File: config.mk
export PLATFORM = sky130hd
export DESIGN_NAME = coll_backoff_gen
export DESIGN_NICKNAME = d
export VERILOG_FILES = /design/src/rtl/bo_pkg.sv /design/src/rtl/bo_lfsr.sv /design/src/rtl/bo_slot_prescaler.sv /design/src/rtl/bo_countdown.sv /design/src/rtl/coll_backoff_gen.sv
export SDC_FILE = /design/constraint.sdc
export NUM_CORES = 1
export LEC_CHECK = 0
export BUFFER_PORTS_ARGS = -buffer_cell sky130_fd_sc_hd__buf_4
export CAP_MARGIN = 20
export CORE_MARGIN = 1.5
export CORE_UTILIZATION = 52
export CTS_CLUSTER_DIAMETER = 30
export DETAILED_ROUTE_END_ITERATION = 10
export PLACE_DENSITY = 0.7
export SLEW_MARGIN = 20
export SYNTH_ARGS = -nofsm -noshare
export SYNTH_HDL_FRONTEND = slang
export SYNTH_SLANG_ARGS = --single-unit
File: constraint.sdc
create_clock -name clk -period 3.3 [get_ports clk]
set_clock_uncertainty 0.2 [all_clocks]
set_input_delay 0.33 -clock clk [delete_from_list [all_inputs] [get_ports clk]]
set_output_delay 0.33 -clock clk [all_outputs]
set_load 0.01 [all_outputs]
File: src/rtl/bo_pkg.sv
package bo_pkg;

  localparam int unsigned BO_K_CAP = 10;

  typedef enum logic [1:0] {
    CAP_WIDE  = 2'b00,
    CAP_MID   = 2'b01,
    CAP_SMALL = 2'b10,
    CAP_ONE   = 2'b11
  } bo_cap_e;

  // Exponent K: retry count saturated at the cap of ten.
  function automatic int unsigned bo_exponent(input logic [31:0] retries);
    return (retries > 32'(BO_K_CAP)) ? BO_K_CAP : int'(retries);
  endfunction

  // Bit cap chosen by the limit control.
  function automatic int unsigned bo_cap_bits(input logic [1:0] sel);
    int unsigned w;
    case (bo_cap_e'(sel))
      CAP_WIDE:  w = 10;
      CAP_MID:   w = 8;
      CAP_SMALL: w = 4;
      default:   w = 1;
    endcase
    return w;
  endfunction

  // Number of random bits that form the wait.
  function automatic int unsigned bo_used_bits(input logic [31:0] retries,
                                               input logic [1:0]  sel);
    int unsigned k;
    int unsigned c;
    k = bo_exponent(retries);
    c = bo_cap_bits(sel);
    return (k < c) ? k : c;
  endfunction

endpackage

File: src/rtl/bo_lfsr.sv
module bo_lfsr #(
  parameter int unsigned      W     = 20,
  parameter logic [W-1:0]     TAPS  = 20'h90000,
  parameter logic [W-1:0]     SEED  = 20'h5A5A5
) (
  input  logic         clk,
  input  logic         rst_n,
  output logic [W-1:0] state
);

  logic [W-1:0] q;
  logic [W-1:0] nxt;
  logic         fb;
  logic         lock_hit;

  always_comb begin
    fb       = ^(q & TAPS);
    nxt      = {q[W-2:0], fb};
    lock_hit = (nxt == '0);
  end

  always_ff @(posedge clk or negedge rst_n) begin
    if (!rst_n)        q <= SEED;
    else if (lock_hit) q <= SEED;
    else               q <= nxt;
  end

  assign state = q;

  AST_LFSR_NONZERO: assert property (@(posedge clk) disable iff (!rst_n)
    q != '0);
  AST_LFSR_MOVES: assert property (@(posedge clk) disable iff (!rst_n)
    $past(rst_n) |-> q[W-1:1] == $past(q[W-2:0]));

endmodule

File: src/rtl/bo_slot_prescaler.sv
module bo_slot_prescaler #(
  parameter int unsigned SLOT_BITS = 512
) (
  input  logic clk,
  input  logic rst_n,
  input  logic clr,
  input  logic run,
  input  logic bit_en,
  output logic slot_tick
);

  localparam int unsigned PW = (SLOT_BITS > 2) ? $clog2(SLOT_BITS) : 1;
  localparam logic [PW-1:0] LAST = PW'(SLOT_BITS - 1);

  logic [PW-1:0] pre_q;
  logic          step;

  assign step      = run && bit_en;
  assign slot_tick = step && (pre_q == LAST);

  always_ff @(posedge clk or negedge rst_n) begin
    if (!rst_n)         pre_q <= '0;
    else if (clr)       pre_q <= '0;
    else if (slot_tick) pre_q <= '0;
    else if (step)      pre_q <= pre_q + 1'b1;
  end

  AST_PRE_IN_RANGE: assert property (@(posedge clk) disable iff (!rst_n)
    32'(pre_q) < SLOT_BITS);
  AST_PRE_IDLE_HOLD: assert property (@(posedge clk) disable iff (!rst_n)
    (!clr && !step) |=> $stable(pre_q));

endmodule

File: src/rtl/bo_countdown.sv
module bo_countdown #(
  parameter int unsigned CNT_W = 10
) (
  input  logic             clk,
  input  logic             rst_n,
  input  logic             load,
  input  logic [CNT_W-1:0] load_val,
  input  logic             slot_tick,
  output logic             busy,
  output logic             counting,
  output logic             expire
);

  logic [CNT_W-1:0] rem_q;
  logic             busy_q;
  logic             at_zero;

  assign at_zero  = (rem_q == '0);
  assign counting = busy_q && !at_zero && !load;
  assign expire   = busy_q && at_zero && !load;
  assign busy     = busy_q;

  always_ff @(posedge clk or negedge rst_n) begin
    if (!rst_n) begin
      rem_q  <= '0;
      busy_q <= 1'b0;
    end else if (load) begin
      rem_q  <= load_val;
      busy_q <= 1'b1;
    end else if (expire) begin
      busy_q <= 1'b0;
    end else if (counting && slot_tick) begin
      rem_q  <= rem_q - 1'b1;
    end
  end

  AST_LOAD_TAKES: assert property (@(posedge clk) disable iff (!rst_n)
    load |=> busy_q && rem_q == $past(load_val));
  AST_ZERO_ENDS: assert property (@(posedge clk) disable iff (!rst_n)
    (busy_q && at_zero && !load) |=> !busy_q);
  AST_TICK_DECR: assert property (@(posedge clk) disable iff (!rst_n)
    (counting && slot_tick) |=> rem_q == $past(rem_q) - 1'b1);
  AST_NO_TICK_HOLD: assert property (@(posedge clk) disable iff (!rst_n)
    (busy_q && !load && !slot_tick) |=> $stable(rem_q));
  AST_NO_SPONTANEOUS: assert property (@(posedge clk) disable iff (!rst_n)
    (!busy_q && !load) |=> !busy_q);

endmodule

File: src/rtl/coll_backoff_gen.sv
module coll_backoff_gen
  import bo_pkg::*;
#(
  parameter int unsigned RETRY_W   = 5,
  parameter int unsigned LFSR_W    = 20,
  parameter int unsigned SLOT_BITS = 512
) (
  input  logic               clk,
  input  logic               rst_n,
  input  logic               coll_pulse,
  input  logic [RETRY_W-1:0] retry_cnt,
  input  logic [1:0]         limit_sel,
  input  logic               bit_en,
  output logic               busy
);

  localparam int unsigned CNT_W = BO_K_CAP;

  logic [LFSR_W-1:0] rnd;
  logic [CNT_W-1:0]  draw_mask;
  logic [CNT_W-1:0]  capt_val;
  int unsigned       used_bits;
  logic              slot_tick;
  logic              counting;
  logic              expire;

  bo_lfsr #(
    .W    (LFSR_W),
    .TAPS (LFSR_W'(20'h90000)),
    .SEED (LFSR_W'(20'h5A5A5))
  ) u_lfsr (
    .clk   (clk),
    .rst_n (rst_n),
    .state (rnd)
  );

  always_comb begin
    used_bits = bo_used_bits(32'(retry_cnt), limit_sel);
    for (int unsigned i = 0; i < CNT_W; i++) begin
      draw_mask[i] = (i < used_bits);
    end
    capt_val = rnd[CNT_W-1:0] & draw_mask;
  end

  bo_slot_prescaler #(
    .SLOT_BITS (SLOT_BITS)
  ) u_pre (
    .clk       (clk),
    .rst_n     (rst_n),
    .clr       (coll_pulse),
    .run       (counting),
    .bit_en    (bit_en),
    .slot_tick (slot_tick)
  );

  bo_countdown #(
    .CNT_W (CNT_W)
  ) u_cnt (
    .clk       (clk),
    .rst_n     (rst_n),
    .load      (coll_pulse),
    .load_val  (capt_val),
    .slot_tick (slot_tick),
    .busy      (busy),
    .counting  (counting),
    .expire    (expire)
  );

  AST_DRAW_FITS: assert property (@(posedge clk) disable iff (!rst_n)
    coll_pulse |-> (32'(capt_val) >> used_bits) == 0);
  AST_CAP_K_LIMIT: assert property (@(posedge clk) disable iff (!rst_n)
    coll_pulse |-> used_bits <= 32'(retry_cnt));
  AST_COLL_BUSY: assert property (@(posedge clk) disable iff (!rst_n)
    coll_pulse |=> busy);
  AST_EXPIRE_DROP: assert property (@(posedge clk) disable iff (!rst_n)
    expire |=> !busy);

endmodule

==> out/metrics.cfg <==
[global_routing]
grt-ovfl-total=0
grt_max_degree=41
grt_pass1_wl_mm=7.36
antenna_found_initial=0
grt_pass1_vias=1516
track_usage=0.219

[die]
rows=23
core_area_um2=4000
die_height_um=67.4
ios=12
die-area_um2=4550
initial_core_util=0.540
dieWidth_um=67.4

[critical_path]
rr_worst_depth=8
worst-path-stages=8
critPathArrivalTime_ns=2.54
crit_family=simple AND/OR/NAND/NOR gates
worst-path-buf-inv=0
cp_common_cell=and4_1
cp-start-kind=flip-flop
crit_chain=and4_1 -> and4_1 -> ha_1 -> nand3_1 -> a31oi_2 -> nand4b_1 -> xor2_1 -> o22ai_1
end_kind=flip-flop
crit_slowest_cell=dfrtp_1
cp_slowest_stage_delay_ns=0.43
path_max_fanout=8
crit_type=flip-flop to flip-flop
cp_data_required_time_ns=3.27

[sta]
slew_violations=0
setup_slack_ns=0.730
finalSetupTns_ns=0
rsz0062_at_grt=false
hold_violations=0
max_freq_mhz=389
relSlewSlack=0.675
setup_violations=0
worst_slew_pin_slew_ns=0.487
fin_crit_sh=0.779
period_needed_ns=2.57

[final_layout]
fillers=352
stdcell_count=278
seqCellArea_um2=1010
final_nets=244
drive_gt1_frac=0.206
diodes=0
stdcell_area_um2=2350
syn2layout_area_growth_pct=8.93
final_util=0.588
multi_input_area_um2=1050

[yosys]
synthTopCellsByArea=dfrtp_1 (35%), dfstp_2 (12%), ha_1 (3.5%)
yosysTopAreaCell=dfrtp_1
syn_area_per_cell_um2=9.64
synth-warning-count=0
synth_cell_type_count=52
synth_area_um2=2160
async_reset_ff_frac=1.00
syn_nets=241
synth_edf_count=0
ys_seq_area_frac=0.470
synth_top_area_frac=0.348
syn-instance-count=224
ys_ff_latch=40
ys.flop_type=dfrtp_1

[flow_run]
cap_violations=0

[clock_network]
cts_tree=built
clockBufferDepth=2
clk_latency_ns=0.30
cts.sinks=40
post_cts_buffers=0
cts-root-buf=clkbuf_8
h-tree-depth=2
numCtsBuffers=5
clk_pin_slew_ns=0.08

[drt]
drt_first_pass_iters=4
drtIter0Drc=108
wl_met2_mm=1.91
ant_nets=0
vias=1672
drc=0
wl_met3_um=151
viasPerCell=6.01
wl_met1_mm=2.19
routedWlPerCell_um=15.6
top_layer=met4
routed_wirelength_mm=4.33

[placed_design]
placedCellCount=269
placed_cell_area_um2=2240
dpl_worst_slack_ns=0.554
hpwl_mm=3.04
place_congestion=0.906
portBuffers=11

[pwr]
peakVddDrop_mv=0.327
power.density_nw_per_um2=443
p_leak_nw=0.966

[status]
status=finished clean

[worst_hold_path]
min_path_cells=2
hold_class=input pin to flip-flop

cells by family after synthesis:
| family | share of synthesized area |
|---|---|
| AO/OA/AOI/OAI | 0.166 |
| XOR/XNOR | 0.0446 |
| adder cells (fa/ha/maj) | 0.0348 |
| buffers and inverters | 0.0452 |
| flip-flops | 0.470 |
| multiplexers | 0.0116 |
| AND/OR/NAND/NOR | 0.228 |
final cells by class:
cell class                 instances  area share
clock buffer                       6      0.0351
clock inverter                     2     0.00639
inverter                           8      0.0128
multi-input combinational        159       0.445
sequential                        40       0.431
tap                               50      0.0266
timing repair buffer              13      0.0426
sequential cells by signal, indices dropped and copies added (netlist names):
name,count
u_lfsr.state,20
u_cnt.rem_q,10
u_pre.pre_q,9
u_cnt.busy,1
through the flow:
step | hold slack, ns | total power [mW]
after floorplan | -0.166 | 0.651
after global placement | 0.131 | 0.700
after detailed placement | 0.130 | 0.702
after CTS | 0.168 | 1.05
after global routing | 0.188 | 1.10
final | 0.175 | 1.04
path summary, 6_finish.rpt:
| check | startpoint | end | slack (ns) |
|---|---|---|---|
| worst max-delay path | u_pre.pre_q[3] | u_cnt.rem_q[7] | 0.73 |
| worst min-delay path | coll_pulse | u_pre.pre_q[5] | 0.17 |
| worst max register to register | u_pre.pre_q[3] | u_cnt.rem_q[7] | 0.73 |
| worst min register to register | u_lfsr.state[11] | u_lfsr.state[12] | 0.18 |
| max in group asynchronous | rst_n | u_lfsr.state[2] | 2.20 |
| min in group asynchronous | rst_n | u_cnt.busy | 0.33 |
power by group:
group          switching, mW  total [mW]  internal, mW  leakage (nW)
combinational         0.0955       0.162        0.0661         0.441
clock                  0.175       0.344         0.169        0.0434
sequential            0.0270       0.535         0.508         0.482
worst reg2reg max path: cells and delay by family, from the launching register on:
kind / cells / cell delay (ns)
AND/OR/NAND/NOR: 4 / 0.85
AO/OA/AOI/OAI: 2 / 0.55
flip-flops: 1 / 0.43
XOR/XNOR: 1 / 0.22
adder cells (fa/ha/maj): 1 / 0.20
routing by layer:
layer / track usage / vias up
met5: 0 / -
met4: 0.0765 / 0
met3: 0.0400 / 7
met2: 0.330 / 43
met1: 0.318 / 812
li1: - / 810
layout by cell type (no fill, tap or decap), drive strengths merged, types with 2 or more instances in the layout:
| cell type | count |
|---|---|
| a211oi | 3 |
| a21oi | 13 |
| a31oi | 6 |
| a32o | 2 |
| and3 | 2 |
| and4 | 2 |
| buf | 12 |
| clkbuf | 6 |
| clkinvlp | 2 |
| dfrtp | 30 |
| dfstp | 10 |
| ha | 6 |
| inv | 8 |
| nand2 | 15 |
| nand2b | 2 |
| nand3 | 7 |
| nand3b | 2 |
| nand4 | 7 |
| nor2 | 16 |
| nor2b | 2 |
| nor3 | 6 |
| nor3b | 2 |
| nor4 | 7 |
| o211ai | 2 |
| o21a | 2 |
| o21ai | 11 |
| o22ai | 5 |
| or2 | 11 |
| or3 | 3 |
| or4 | 2 |
| xnor2 | 3 |
| xor2 | 8 |
synthesized netlist by cell type, types with 2 or more instances:
cell type  count
and4_1         2
o21a_1         2
and3_1         2
nand2b_1       2
or2_2          9
nor4_1         6
dfrtp_1       30
nor3b_1        2
a32o_1         2
nor3_1         5
clkbuf_1      16
o21ai_0        8
nand3b_1       2
o211ai_1       2
xor2_1         8
nand2_1       15
or3_1          3
nand3_1        7
inv_1          8
a211oi_1       3
nor2_1        16
xnor2_1        3
or4_1          2
dfstp_2       10
nand4_1        7
o22ai_1        4
nor2b_1        2
a21oi_1       13
ha_1           6
a31oi_1        5
repair_timing:
item,4_1_cts,5_1_grt
hold endpoints to repair,30,0
hold buffers,1,0
resized for setup,0,0
Power figures use the tool's default switching activity.
